==> config.mk <==
export PLATFORM = sky130hd
export DESIGN_NAME = shutter_seq
export DESIGN_NICKNAME = d
export VERILOG_FILES = /design/src/rtl/shutter_pkg.sv /design/src/rtl/shutter_cfg_latch.sv /design/src/rtl/shutter_line_counter.sv /design/src/rtl/shutter_event_match.sv /design/src/rtl/shutter_seq.sv
export SDC_FILE = /design/constraint.sdc
export NUM_CORES = 1
export LEC_CHECK = 0
export BUFFER_PORTS_ARGS = -buffer_cell sky130_fd_sc_hd__buf_2
export CAP_MARGIN = 20
export CELL_PAD_IN_SITES_DETAIL_PLACEMENT = 0
export CELL_PAD_IN_SITES_GLOBAL_PLACEMENT = 1
export CORE_ASPECT_RATIO = 0.5
export CORE_UTILIZATION = 46
export DETAILED_ROUTE_END_ITERATION = 10
export PLACE_DENSITY_LB_ADDON = 0.1
export SETUP_SLACK_MARGIN = 0.2
export SLEW_MARGIN = 10
export SYNTH_ARGS = -nofsm -noshare
export SYNTH_HDL_FRONTEND = slang
export SYNTH_HIERARCHICAL = 1
export SYNTH_SLANG_ARGS = --single-unit
==> constraint.sdc <==
create_clock -name clk -period 5.1 [get_ports clk]
set_input_delay 0.765 -clock clk [delete_from_list [all_inputs] [get_ports clk]]
set_output_delay 0.765 -clock clk [all_outputs]
set_load 0.02 [all_outputs]
==> src/rtl/shutter_pkg.sv <==
package shutter_pkg;

    localparam int LINE_W = 12;
    localparam int N_EV   = 3;

    typedef logic [LINE_W-1:0] line_t;

    localparam line_t MIN_RST_LEN = line_t'(2);

    typedef enum logic [1:0] {
        EV_DUAL   = 2'd0,
        EV_TRIPLE = 2'd1,
        EV_XFER   = 2'd2
    } ev_kind_e;

    typedef struct packed {
        line_t                  rst_lines;
        line_t [N_EV-1:0]       ev_line;
        logic  [N_EV-1:0]       ev_en;
    } sched_t;

    function automatic line_t reg_to_line(line_t v);
        return (v == '0) ? '0 : (v - line_t'(1));
    endfunction

    function automatic line_t reset_span(line_t v);
        return (v < MIN_RST_LEN) ? (MIN_RST_LEN - line_t'(1)) : (v - line_t'(1));
    endfunction

endpackage

==> src/rtl/shutter_cfg_latch.sv <==
module shutter_cfg_latch
    import shutter_pkg::*;
(
    input  logic   clk,
    input  logic   rst,
    input  logic   frame_start,
    input  line_t  reset_len,
    input  line_t  dual_pos,
    input  line_t  triple_pos,
    input  line_t  xfer_pos,
    input  logic   dual_en,
    input  logic   triple_en,
    output sched_t sched
);

    sched_t sched_next;

    always_comb begin
        sched_next.rst_lines                = reset_span(reset_len);
        sched_next.ev_line[int'(EV_DUAL)]   = reg_to_line(dual_pos);
        sched_next.ev_line[int'(EV_TRIPLE)] = reg_to_line(triple_pos);
        sched_next.ev_line[int'(EV_XFER)]   = reg_to_line(xfer_pos);
        sched_next.ev_en[int'(EV_DUAL)]     = dual_en;
        sched_next.ev_en[int'(EV_TRIPLE)]   = triple_en;
        sched_next.ev_en[int'(EV_XFER)]     = 1'b1;
    end

    always_ff @(posedge clk) begin
        if (rst) begin
            sched <= '0;
        end else if (frame_start) begin
            sched <= sched_next;
        end
    end

endmodule

==> src/rtl/shutter_line_counter.sv <==
module shutter_line_counter #(
    parameter int W = 12
) (
    input  logic         clk,
    input  logic         rst,
    input  logic         frame_start,
    input  logic         line_tick,
    output logic         live,
    output logic [W-1:0] count
);

    localparam logic [W-1:0] CNT_MAX = {W{1'b1}};

    logic active;
    logic spent;

    always_ff @(posedge clk) begin
        if (rst) begin
            active <= 1'b0;
            spent  <= 1'b0;
            count  <= '0;
        end else if (frame_start) begin
            active <= 1'b1;
            spent  <= 1'b0;
            count  <= '0;
        end else if (line_tick && active && !spent) begin
            if (count == CNT_MAX) begin
                spent <= 1'b1;
            end else begin
                count <= count + 1'b1;
            end
        end
    end

    assign live = active && !spent;

endmodule

==> src/rtl/shutter_event_match.sv <==
module shutter_event_match #(
    parameter int W = 12
) (
    input  logic [W-1:0] count,
    input  logic [W-1:0] target,
    input  logic         enable,
    input  logic         live,
    output logic         hit
);

    always_comb begin
        hit = live && enable && (count == target);
    end

endmodule

==> src/rtl/shutter_seq.sv <==
module shutter_seq
    import shutter_pkg::*;
(
    input  logic              clk,
    input  logic              rst,
    input  logic              frame_start,
    input  logic              line_tick,
    input  logic [LINE_W-1:0] reset_len,
    input  logic [LINE_W-1:0] dual_pos,
    input  logic [LINE_W-1:0] triple_pos,
    input  logic [LINE_W-1:0] xfer_pos,
    input  logic              dual_en,
    input  logic              triple_en,
    output logic              pix_reset,
    output logic              dual_pulse,
    output logic              triple_pulse,
    output logic              xfer_pulse
);

    sched_t          sched;
    line_t           count;
    logic            live;
    logic [N_EV-1:0] hits;

    shutter_cfg_latch u_cfg (
        .clk         (clk),
        .rst         (rst),
        .frame_start (frame_start),
        .reset_len   (reset_len),
        .dual_pos    (dual_pos),
        .triple_pos  (triple_pos),
        .xfer_pos    (xfer_pos),
        .dual_en     (dual_en),
        .triple_en   (triple_en),
        .sched       (sched)
    );

    shutter_line_counter #(.W(LINE_W)) u_cnt (
        .clk         (clk),
        .rst         (rst),
        .frame_start (frame_start),
        .line_tick   (line_tick),
        .live        (live),
        .count       (count)
    );

    for (genvar k = 0; k < N_EV; k++) begin : g_ev
        shutter_event_match #(.W(LINE_W)) u_match (
            .count  (count),
            .target (sched.ev_line[k]),
            .enable (sched.ev_en[k]),
            .live   (live),
            .hit    (hits[k])
        );
    end

    always_comb begin
        pix_reset    = live && (count < sched.rst_lines);
        dual_pulse   = hits[int'(EV_DUAL)];
        triple_pulse = hits[int'(EV_TRIPLE)];
        xfer_pulse   = hits[int'(EV_XFER)];
    end

endmodule

==> results.json <==
{
  "worst-setup-path-type": "reg -> out",
  "synth-adder-area-share_pct": 6.094,
  "p_leak_nw": 1.704,
  "h-tree-depth": 3,
  "die_h_um": 67.12,
  "start_util_pct": 48.07,
  "setup-tns-final_ns": 0,
  "cts_tree": "built",
  "grt_pass1_wl_um": 15970,
  "period_share_pct": 57.37,
  "synth.top_cell.area_share_pct": 33.35,
  "synth_top_cell_by_area": "dfxtp_1",
  "numCtsBuffers": 9,
  "syn_avg_cell_area_um2": 8.301,
  "final.min_clock_period_ns": 2.926,
  "ys_seq_area_share_pct": 33.35,
  "ant_nets": 0,
  "clk_latency_ns": 0.33,
  "synth_top_family_by_area": "simple AND/OR/NAND/NOR gates",
  "yosys_warnings": 6,
  "wl_per_cell_um": 15.04,
  "fin_skew_ns": 0.004413,
  "rsz0062_at_grt": "no",
  "fmax_mhz": 341.8,
  "final_nets": 601,
  "synth_compound_area_share_pct": 12.41,
  "dr.pass1.iters": 4,
  "rows": 23,
  "drt-total-wl_um": 9704,
  "tightest_slew_ns": 0.5718,
  "grt_max_degree": 44,
  "core_um2": 8115,
  "path_clk_slew_ns": 0.05,
  "gp_congestion": 0.8227,
  "diodes": 0,
  "synth_simple_gate_area_share_pct": 26.78,
  "holdBufCountCts": 0,
  "drt_iter0_markers": 228,
  "cts_max_path_buffers": 2,
  "synth_xor_xnor_area_share_pct": 16.16,
  "drive_gt1_share_pct": 18.20,
  "dieArea_um2": 8876,
  "hold_viol": 0,
  "cts_num_sinks": 65,
  "postSynthCellCount": 470,
  "root_buffer": "clkbuf_16",
  "route.detailed.drc": 0,
  "synth_cell_types": 50,
  "port_buffers": 57,
  "syn-num-nets": 543,
  "synth_ff_type": "dfxtp_1",
  "async_reset_ff_share_pct": 0,
  "final_core_util_pct": 57.26,
  "finalPower_mw": 1.438,
  "max-vdd-ir-drop_v": 0.0001653,
  "ys_seq_elements": 65,
  "arrival_ns": 2.16,
  "hpwl_um": 7023,
  "worst_setup_path_start_kind": "flip-flop",
  "grt_usage_pct": 23.67,
  "vias": 3424,
  "critPathMaxFanout": 11,
  "synth_edf_count": 0,
  "power_density_nw_per_um2": 309.5,
  "die_x_um": 132.2,
  "area_delta_synth_final_pct": 19.11,
  "via_per_inst": 5.309,
  "report.final.slew_viol_count": 0,
  "grt-ovfl-total": 0,
  "status": "completed",
  "ios": 58,
  "crit_required_ns": 4.34,
  "worstHoldPathType": "reg -> reg",
  "end_kind": "primary output",
  "maxCapViolations": 0,
  "grt_pass1_vias": 3163,
  "slew_headroom_pct": 61.83,
  "cts_resized": 0,
  "synthMuxAreaShare_pct": 1.796,
  "antenna_found_initial": 0,
  "synthTopCellsByArea": "dfxtp_1 33%, xnor2_1 12%, o21ai_0 6.3%",
  "syn_area_um2": 3901,
  "setup_viol_count_final": 0,
  "post-cts-setup-buffers": 0
}
-- kinds of logic after synthesis --
group / after synthesis
XOR/XNOR: 72
adder cells (fa/ha/maj): 19
flip-flops: 65
buffers and inverters: 35
AND/OR/NAND/NOR: 191
AO/OA/AOI/OAI: 81
multiplexers: 7
-- stage by stage --
| stage | cell area, µm² | worst slack (ns) | hold WS [ns] | std cells |
|---|---|---|---|---|
| floorplan | 3901 | 2.671 | 0.4250 | 470 |
| global placement | 4294 | 2.578 | 0.4361 | 629 |
| detailed placement | 4294 | 2.501 | 0.4425 | 629 |
| CTS | 4647 | 2.133 | 0.4542 | 645 |
| global route | 4647 | 1.981 | 0.4813 | 645 |
| finish | 4647 | 2.174 | 0.4627 | 645 |
-- worst max-delay path, cell delays in order (launching register included) --
cell	delay (ns)
dfxtp_1	0.59
ha_1	0.33
a211o_1	0.30
a21oi_2	0.10
o21ai_1	0.09
a221oi_2	0.23
buf_2	0.19
-- synthesized netlist by cell type, types with 2 or more instances --
library cell / instances
dfxtp_1: 65
nand2_1: 61
xnor2_1: 52
o21ai_0: 49
nor2_1: 38
inv_1: 24
nand3_1: 21
xor2_1: 20
ha_1: 19
nand4_1: 16
clkbuf_1: 9
nor3_1: 9
nor4_1: 9
a21oi_1: 7
mux2i_1: 7
nor4_2: 7
nor2b_1: 5
o21ai_1: 5
a211oi_1: 4
o31a_1: 3
or4_1: 3
a311oi_1: 2
and4_1: 2
and4b_1: 2
nand4b_1: 2
nor4_4: 2
o41ai_1: 2
or2_2: 2
or3_1: 2
-- power by group --
part	total (mW)	leakage [nW]	internal, mW	switching, mW
Clock	0.724	0.165	0.492	0.232
Combinational	0.159	1.00	0.0685	0.0900
Sequential	0.556	0.534	0.535	0.0201
-- flip-flops by register name (all words and copies together) (netlist names) --
register	cells
u_cnt/active	1
u_cnt/count	12
u_cnt/spent	1
u_cfg/sched	51
-- final timing paths --
check | end | from | cells past startpoint | slack [ns]
max | pix_reset | u_cnt/count[3] | 6 | 2.17
min | u_cfg/sched[40] | u_cfg/sched[40] | 2 | 0.46
max reg2reg | u_cnt/count[10] | u_cnt/count[1] | 5 | 3.11
min reg2reg | u_cfg/sched[40] | u_cfg/sched[40] | 2 | 0.46
-- final cells by class --
class | count | area, µm²
clock inverters | 6 | 113.9
repair buffers | 58 | 292.8
inverters | 24 | 90.09
multi-input cells | 370 | 2470
fillers | 800 | 3468
flip-flops and latches | 65 | 1301
clock buffers | 10 | 239.0
well taps | 112 | 140.1
-- layer usage --
| layer | vias to the layer above | global-route usage, % | wire (µm) |
|---|---|---|---|
| met5 | - | 0 | 0 |
| met4 | 0 | 8.333 | 121 |
| li1 | 1774 | - | - |
| met3 | 11 | 5.936 | 550 |
| met1 | 1550 | 32.36 | 5085 |
| met2 | 89 | 36.38 | 3947 |
-- placed cells by master, fill, tap and decap left out, drive strengths merged, types with 2 or more instances in the layout --
cell	netlist	routed
a21oi	8	8
clkinvlp	0	2
nand3	22	22
buf	1	58
mux2i	7	7
nand2	61	61
or4	4	4
bufinv	0	3
nand4	16	16
or2	3	3
and4b	2	2
clkbuf	10	10
a211oi	5	5
inv	24	25
o41ai	2	2
or3	2	2
nor2b	5	5
o31a	3	3
nor2	38	38
and4	2	2
o21ai	54	54
xor2	20	20
nor4	18	18
nor3	9	9
nand4b	2	2
dfxtp	65	65
xnor2	52	52
a311oi	2	2
ha	19	19
No activity file was read; power rests on OpenSTA's default activity.
